### src/rtl/ide_trap_pkg.sv
package ide_trap_pkg;

    localparam int IO_AW      = 16;
    localparam int REG_W      = 8;
    localparam int REG_AW     = 2;
    localparam int NUM_CH     = 2;
    localparam int DRV_PER_CH = 2;
    localparam int NUM_TRAP   = NUM_CH * DRV_PER_CH;
    localparam int DRV_BIT    = 4;
    localparam int DEVHEAD_OFS = 6;
    localparam int BLK_LSB    = 3;

    localparam logic [IO_AW-1:0] PRI_CMD_BASE = 16'h01F0;
    localparam logic [IO_AW-1:0] PRI_CTL_PORT = 16'h03F6;
    localparam logic [IO_AW-1:0] SEC_CMD_BASE = 16'h0170;
    localparam logic [IO_AW-1:0] SEC_CTL_PORT = 16'h0376;

    typedef enum logic [REG_AW-1:0] {
        RSEL_ENABLE = 2'd0,
        RSEL_STATUS = 2'd1
    } reg_sel_e;

    typedef struct packed {
        logic hit;      // access falls in this channel's window
        logic dh_wr;    // write to this channel's device/head port
    } win_res_t;

    function automatic logic [IO_AW-1:0] cmd_base(input int ch);
        return (ch == 0) ? PRI_CMD_BASE : SEC_CMD_BASE;
    endfunction

    function automatic logic [IO_AW-1:0] ctl_port(input int ch);
        return (ch == 0) ? PRI_CTL_PORT : SEC_CTL_PORT;
    endfunction

    function automatic logic in_cmd_block(input logic [IO_AW-1:0] a,
                                          input logic [IO_AW-1:0] base);
        return a[IO_AW-1:BLK_LSB] == base[IO_AW-1:BLK_LSB];
    endfunction

endpackage

### src/rtl/ide_window_decode.sv
module ide_window_decode
    import ide_trap_pkg::*;
#(
    parameter logic [IO_AW-1:0] CMD_BASE = PRI_CMD_BASE,
    parameter logic [IO_AW-1:0] CTL_PORT = PRI_CTL_PORT
) (
    input  logic             io_strobe,
    input  logic             io_write,
    input  logic [IO_AW-1:0] io_addr,
    output win_res_t         res
);
    localparam logic [IO_AW-1:0] DH_PORT = CMD_BASE + IO_AW'(DEVHEAD_OFS);

    always_comb begin
        res.hit   = io_strobe && (in_cmd_block(io_addr, CMD_BASE) || io_addr == CTL_PORT);
        res.dh_wr = io_strobe && io_write && (io_addr == DH_PORT);
    end
endmodule

### src/rtl/ide_drive_track.sv
module ide_drive_track (
    input  logic clk,
    input  logic rst,
    input  logic dh_wr,
    input  logic sel_in,
    output logic drv
);
    always_ff @(posedge clk) begin
        if (rst)        drv <= 1'b0;
        else if (dh_wr) drv <= sel_in;
    end


    drv_change_src_chk: assert property (@(posedge clk) disable iff (rst)
        !$stable(drv) |-> $past(dh_wr));
endmodule

### src/rtl/ide_trap_regs.sv
module ide_trap_regs
    import ide_trap_pkg::*;
(
    input  logic                clk,
    input  logic                rst,
    input  logic [NUM_TRAP-1:0] trap_req,
    input  logic                reg_we,
    input  logic [REG_AW-1:0]   reg_addr,
    input  logic [NUM_TRAP-1:0] reg_wbits,
    output logic [REG_W-1:0]    reg_rdata,
    output logic                smi_n
);
    logic [NUM_TRAP-1:0] en_q, st_q, clr_mask, set_mask;
    logic                wr_en, wr_st;

    always_comb begin
        wr_en    = reg_we && (reg_addr == RSEL_ENABLE);
        wr_st    = reg_we && (reg_addr == RSEL_STATUS);
        clr_mask = wr_st ? reg_wbits : '0;
        set_mask = trap_req & en_q;
    end

    always_ff @(posedge clk) begin
        if (rst) begin
            en_q <= '0;
            st_q <= '0;
        end else begin
            if (wr_en) en_q <= reg_wbits;
            st_q <= (st_q & ~clr_mask) | set_mask;
        end
    end

    always_comb begin
        case (reg_addr)
            RSEL_ENABLE: reg_rdata = REG_W'(en_q);
            RSEL_STATUS: reg_rdata = REG_W'(st_q);
            default:     reg_rdata = '0;
        endcase
        smi_n = ~|(st_q & en_q);
    end


    status_sticky_chk: assert property (@(posedge clk) disable iff (rst)
        (|($past(st_q) & ~st_q)) |-> $past(wr_st));


    status_rise_src_chk: assert property (@(posedge clk) disable iff (rst)
        (|(~$past(st_q) & st_q)) |-> $past(trap_req != '0));


    smi_fall_src_chk: assert property (@(posedge clk) disable iff (rst)
        $fell(smi_n) |-> $past((trap_req != '0) || wr_en));
endmodule

### src/rtl/ide_io_trap.sv
module ide_io_trap
    import ide_trap_pkg::*;
(
    input  logic              clk,
    input  logic              rst,
    input  logic              io_strobe,
    input  logic              io_write,
    input  logic [15:0]       io_addr,
    input  logic [7:0]        io_wdata,
    input  logic              reg_we,
    input  logic [1:0]        reg_addr,
    input  logic [7:0]        reg_wdata,
    output logic [7:0]        reg_rdata,
    output logic              smi_n
);
    win_res_t            win   [NUM_CH];
    logic [NUM_CH-1:0]   drv_sel;
    logic [NUM_CH-1:0]   win_hit;
    logic [NUM_TRAP-1:0] trap_req;
    logic                unused_io_wdata;
    logic                unused_reg_wdata_hi;

    assign unused_io_wdata     = ^{io_wdata[REG_W-1:DRV_BIT+1], io_wdata[DRV_BIT-1:0]};
    assign unused_reg_wdata_hi = ^reg_wdata[REG_W-1:NUM_TRAP];

    for (genvar ch = 0; ch < NUM_CH; ch++) begin : g_ch
        ide_window_decode #(
            .CMD_BASE (cmd_base(ch)),
            .CTL_PORT (ctl_port(ch))
        ) dec_i (
            .io_strobe (io_strobe),
            .io_write  (io_write),
            .io_addr   (io_addr),
            .res       (win[ch])
        );

        ide_drive_track trk_i (
            .clk    (clk),
            .rst    (rst),
            .dh_wr  (win[ch].dh_wr),
            .sel_in (io_wdata[DRV_BIT]),
            .drv    (drv_sel[ch])
        );

        assign win_hit[ch] = win[ch].hit;

        for (genvar d = 0; d < DRV_PER_CH; d++) begin : g_drv
            assign trap_req[ch*DRV_PER_CH + d] = win[ch].hit && (drv_sel[ch] == 1'(d));
        end
    end

    ide_trap_regs regs_i (
        .clk       (clk),
        .rst       (rst),
        .trap_req  (trap_req),
        .reg_we    (reg_we),
        .reg_addr  (reg_addr),
        .reg_wbits (reg_wdata[NUM_TRAP-1:0]),
        .reg_rdata (reg_rdata),
        .smi_n     (smi_n)
    );


    windows_disjoint_chk: assert property (@(posedge clk) disable iff (rst)
        $onehot0(win_hit));


    out_of_window_quiet_chk: assert property (@(posedge clk) disable iff (rst)
        (io_strobe && win_hit == '0) |-> trap_req == '0);


    reserved_zero_chk: assert property (@(posedge clk) disable iff (rst)
        reg_rdata[7:4] == 4'h0);
endmodule

### config.mk
export PLATFORM = sky130hd
export DESIGN_NAME = ide_io_trap
export DESIGN_NICKNAME = d
export VERILOG_FILES = /design/src/rtl/ide_trap_pkg.sv /design/src/rtl/ide_window_decode.sv /design/src/rtl/ide_drive_track.sv /design/src/rtl/ide_trap_regs.sv /design/src/rtl/ide_io_trap.sv
export SDC_FILE = /design/constraint.sdc
export NUM_CORES = 1
export LEC_CHECK = 0
export ABC_AREA = 1
export BUFFER_PORTS_ARGS = -buffer_cell sky130_fd_sc_hd__buf_2
export CAP_MARGIN = 20
export CORE_MARGIN = 2
export CORE_UTILIZATION = 43
export DETAILED_ROUTE_END_ITERATION = 10
export PLACE_DENSITY = 0.83
export SKIP_LAST_GASP = 1
export SLEW_MARGIN = 20
export SYNTH_ARGS = -nofsm -noshare
export SYNTH_HDL_FRONTEND = slang
export SYNTH_SLANG_ARGS = --single-unit
### constraint.sdc
create_clock -name clk -period 1.3 [get_ports clk]
set_input_delay 0.13 -clock clk [delete_from_list [all_inputs] [get_ports clk]]
set_output_delay 0.13 -clock clk [all_outputs]
set_load 0.02 [all_outputs]
==> results.py <==
metrics = {
    "sta": {
        "maxSlewViolCount": 0,
        "setup_violations": 0,
        "fmax_ghz": 0.820,
        "hold_viol_final": 0,
        "clock_skew_ns": 0.00444,
        "min_period_ns": 1.22,
        "grt_setup_unrepaired": "false",
        "setup_tns_ns": 0,
        "min_period_over_period_pct": 93.9,
    },
    "clock_network": {
        "clk_pin_slew_worst_paths_ns": 0.06,
        "clkSinkCount": 10,
        "clockRootBuffer": "clkbuf_4",
        "clk_latency_ns": 0.26,
        "cts_tree": "built",
        "clock_tree.htree_level_count": 1,
        "cts_buffer_depth": 2,
        "cts_buffers": 3,
    },
    "floorplan": {
        "core_area_um2": 1490,
        "die_area_um2": 1920,
        "die_y_um": 43.8,
        "ioPinCount": 48,
        "start_util_pct": 45.8,
        "fp.dieW_um": 43.8,
        "rows": 14,
    },
    "critical_path": {
        "end_kind": "output port",
        "worst-setup-path-type": "reg -> out",
        "worst_setup_path_start_kind": "flop",
        "cp.required_ns": 1.17,
        "cp.arrival_ns": 1.09,
        "cp_max_fo": 2,
    },
    "power": {
        "powerDensity_nw_per_um2": 728,
        "ir_worst_vdd_mv": 0.779,
        "p_leak_nw": 0.458,
    },
    "run_status": {
        "status": "complete, no violations",
    },
    "logic_synthesis": {
        "syn_area_per_cell_um2": 5.88,
        "syn-cell-area_um2": 682,
        "syn_inst": 116,
        "synth_top_area_share_pct": 29.4,
        "yosys-top-cells-area": "dfxtp_1 29%, nand2_1 15%, nor2_1 12%",
        "ys_ff_latch": 10,
        "ys_warn_count": 0,
        "synth_seq_area_share_pct": 29.4,
        "synth_area_leader_cell": "dfxtp_1",
        "synth.distinct_cells": 19,
    },
    "grt": {
        "grt_pass1_vias": 800,
        "grt_pass1_wl_um": 2920,
        "grt_max_degree": 8,
        "grt_use_total_pct": 20.0,
        "overflow": 0,
        "antenna_found_initial": 0,
    },
    "finish": {
        "drive_gt1_share_pct": 34.9,
        "syn_to_final_growth_pct": 31.6,
        "design_area_um2": 897,
        "fin_util_pct": 60.3,
        "layout_common_cells": "32 x buf_2, 27 x nand2_1, 21 x nor2_1",
        "nNetsFinal": 193,
        "mostFrequentLayoutCell": "buf_2",
        "diodes": 0,
    },
    "route": {
        "drc": 0,
        "drtPass1Iterations": 4,
        "drt_iter0_markers": 32,
        "vias_per_cell": 4.89,
        "ant_nets": 0,
        "wl_per_cell_um": 10.2,
        "wirelength_um": 1720,
        "dr_total_vias": 822,
    },
    "worst_hold_path": {
        "min_path_type": "in -> reg",
    },
    "job": {
        "drv_cap": 0,
    },
    "placed_design": {
        "place.gp.congestion": 0.823,
        "placed_cell_area_um2": 843,
        "io_buffers": 32,
        "hpwl_um": 1400,
    },
}
## logic make-up (layout without fill, tap and decap cells)
family / count (synthesis) / count (layout) / share of synthesized area [%]
other: 1 / 4 / 0.550
and+or+nand+nor: 64 / 64 / 39.8
buffers and inverters: 23 / 56 / 14.9
AOI/OAI and AO/OA: 18 / 18 / 15.4
DFF: 10 / 10 / 29.4
## worst paths after layout
check	startpoint	endpoint	slack (ns)	cells past startpoint
min reg2reg	regs_i.st_q[2]	regs_i.st_q[2]	0.47	2
max	regs_i.en_q[0]	smi_n	0.08	4
min	rst	regs_i.st_q[2]	0.08	2
max reg2reg	regs_i.en_q[0]	regs_i.st_q[0]	0.44	5
## through the flow
stage / worst slack (ns) / instances / hold slack [ns] / total power, mW
5_1_grt: 0.00860 / 168 / 0.0852 / 0.699
4_1_cts: 0.000632 / 167 / 0.0831 / 0.659
2_1_floorplan: 0.161 / 119 / 0.199 / 0.394
3_5_place_dp: 0.193 / 163 / 0.364 / 0.450
6_report: 0.0797 / 168 / 0.0784 / 0.653
3_3_place_gp: 0.233 / 163 / 0.358 / 0.445
## synth_stat cells (all sizes together)
library cell and count:
a21oi 8, a221oi 1, a22o 2, buf 4
clkinv 1, conb 1, dfxtp 10, inv 18
nand2 28, nand3 10, nand4 1, nor2 24
nor3 1, o21ai 4, o22ai 3
## timing repair
action	in CTS	in global routing
resized for setup	2	7
hold endpoints to repair	0	0
setup endpoints to repair	1	1
setup buffers	1	1
hold buffers	0	0
## layer usage
layer	share of wire [%]	track usage, %	up-vias
li1	-	-	434
met1	39	20.5	357
met2	52	37.1	27
met3	7.6	7.92	4
met4	1.6	5.45	0
met5	0	0	-
## state kept, by name, summed over array words and instances, names as in the netlist
| name | flops |
|---|---|
| g_ch.trk_i.drv | 2 |
| regs_i.en_q | 4 |
| regs_i.st_q | 4 |
## worst max-delay path, cell delays in order (launching register included)
cell and delay, ns:
dfxtp_2 0.31, inv_2 0.06, o22ai_2 0.09, a221oi_2 0.17, buf_2 0.20
## cell type report
cell class              instances  area, um^2
multi-input cells              86         404
fillers                       138         592
clock buffers                   3        22.5
inverters                      19        71.3
flip-flops and latches         10         204
well taps                      16        20.0
repair buffers                 34         175
## where the power goes
part	switching (mW)	leakage [nW]	internal [mW]
clock network	0.0958	0.0138	0.106
logic	0.0773	0.361	0.0544
registers	0.00580	0.0825	0.313
No activity file was read; power rests on OpenSTA's default activity.
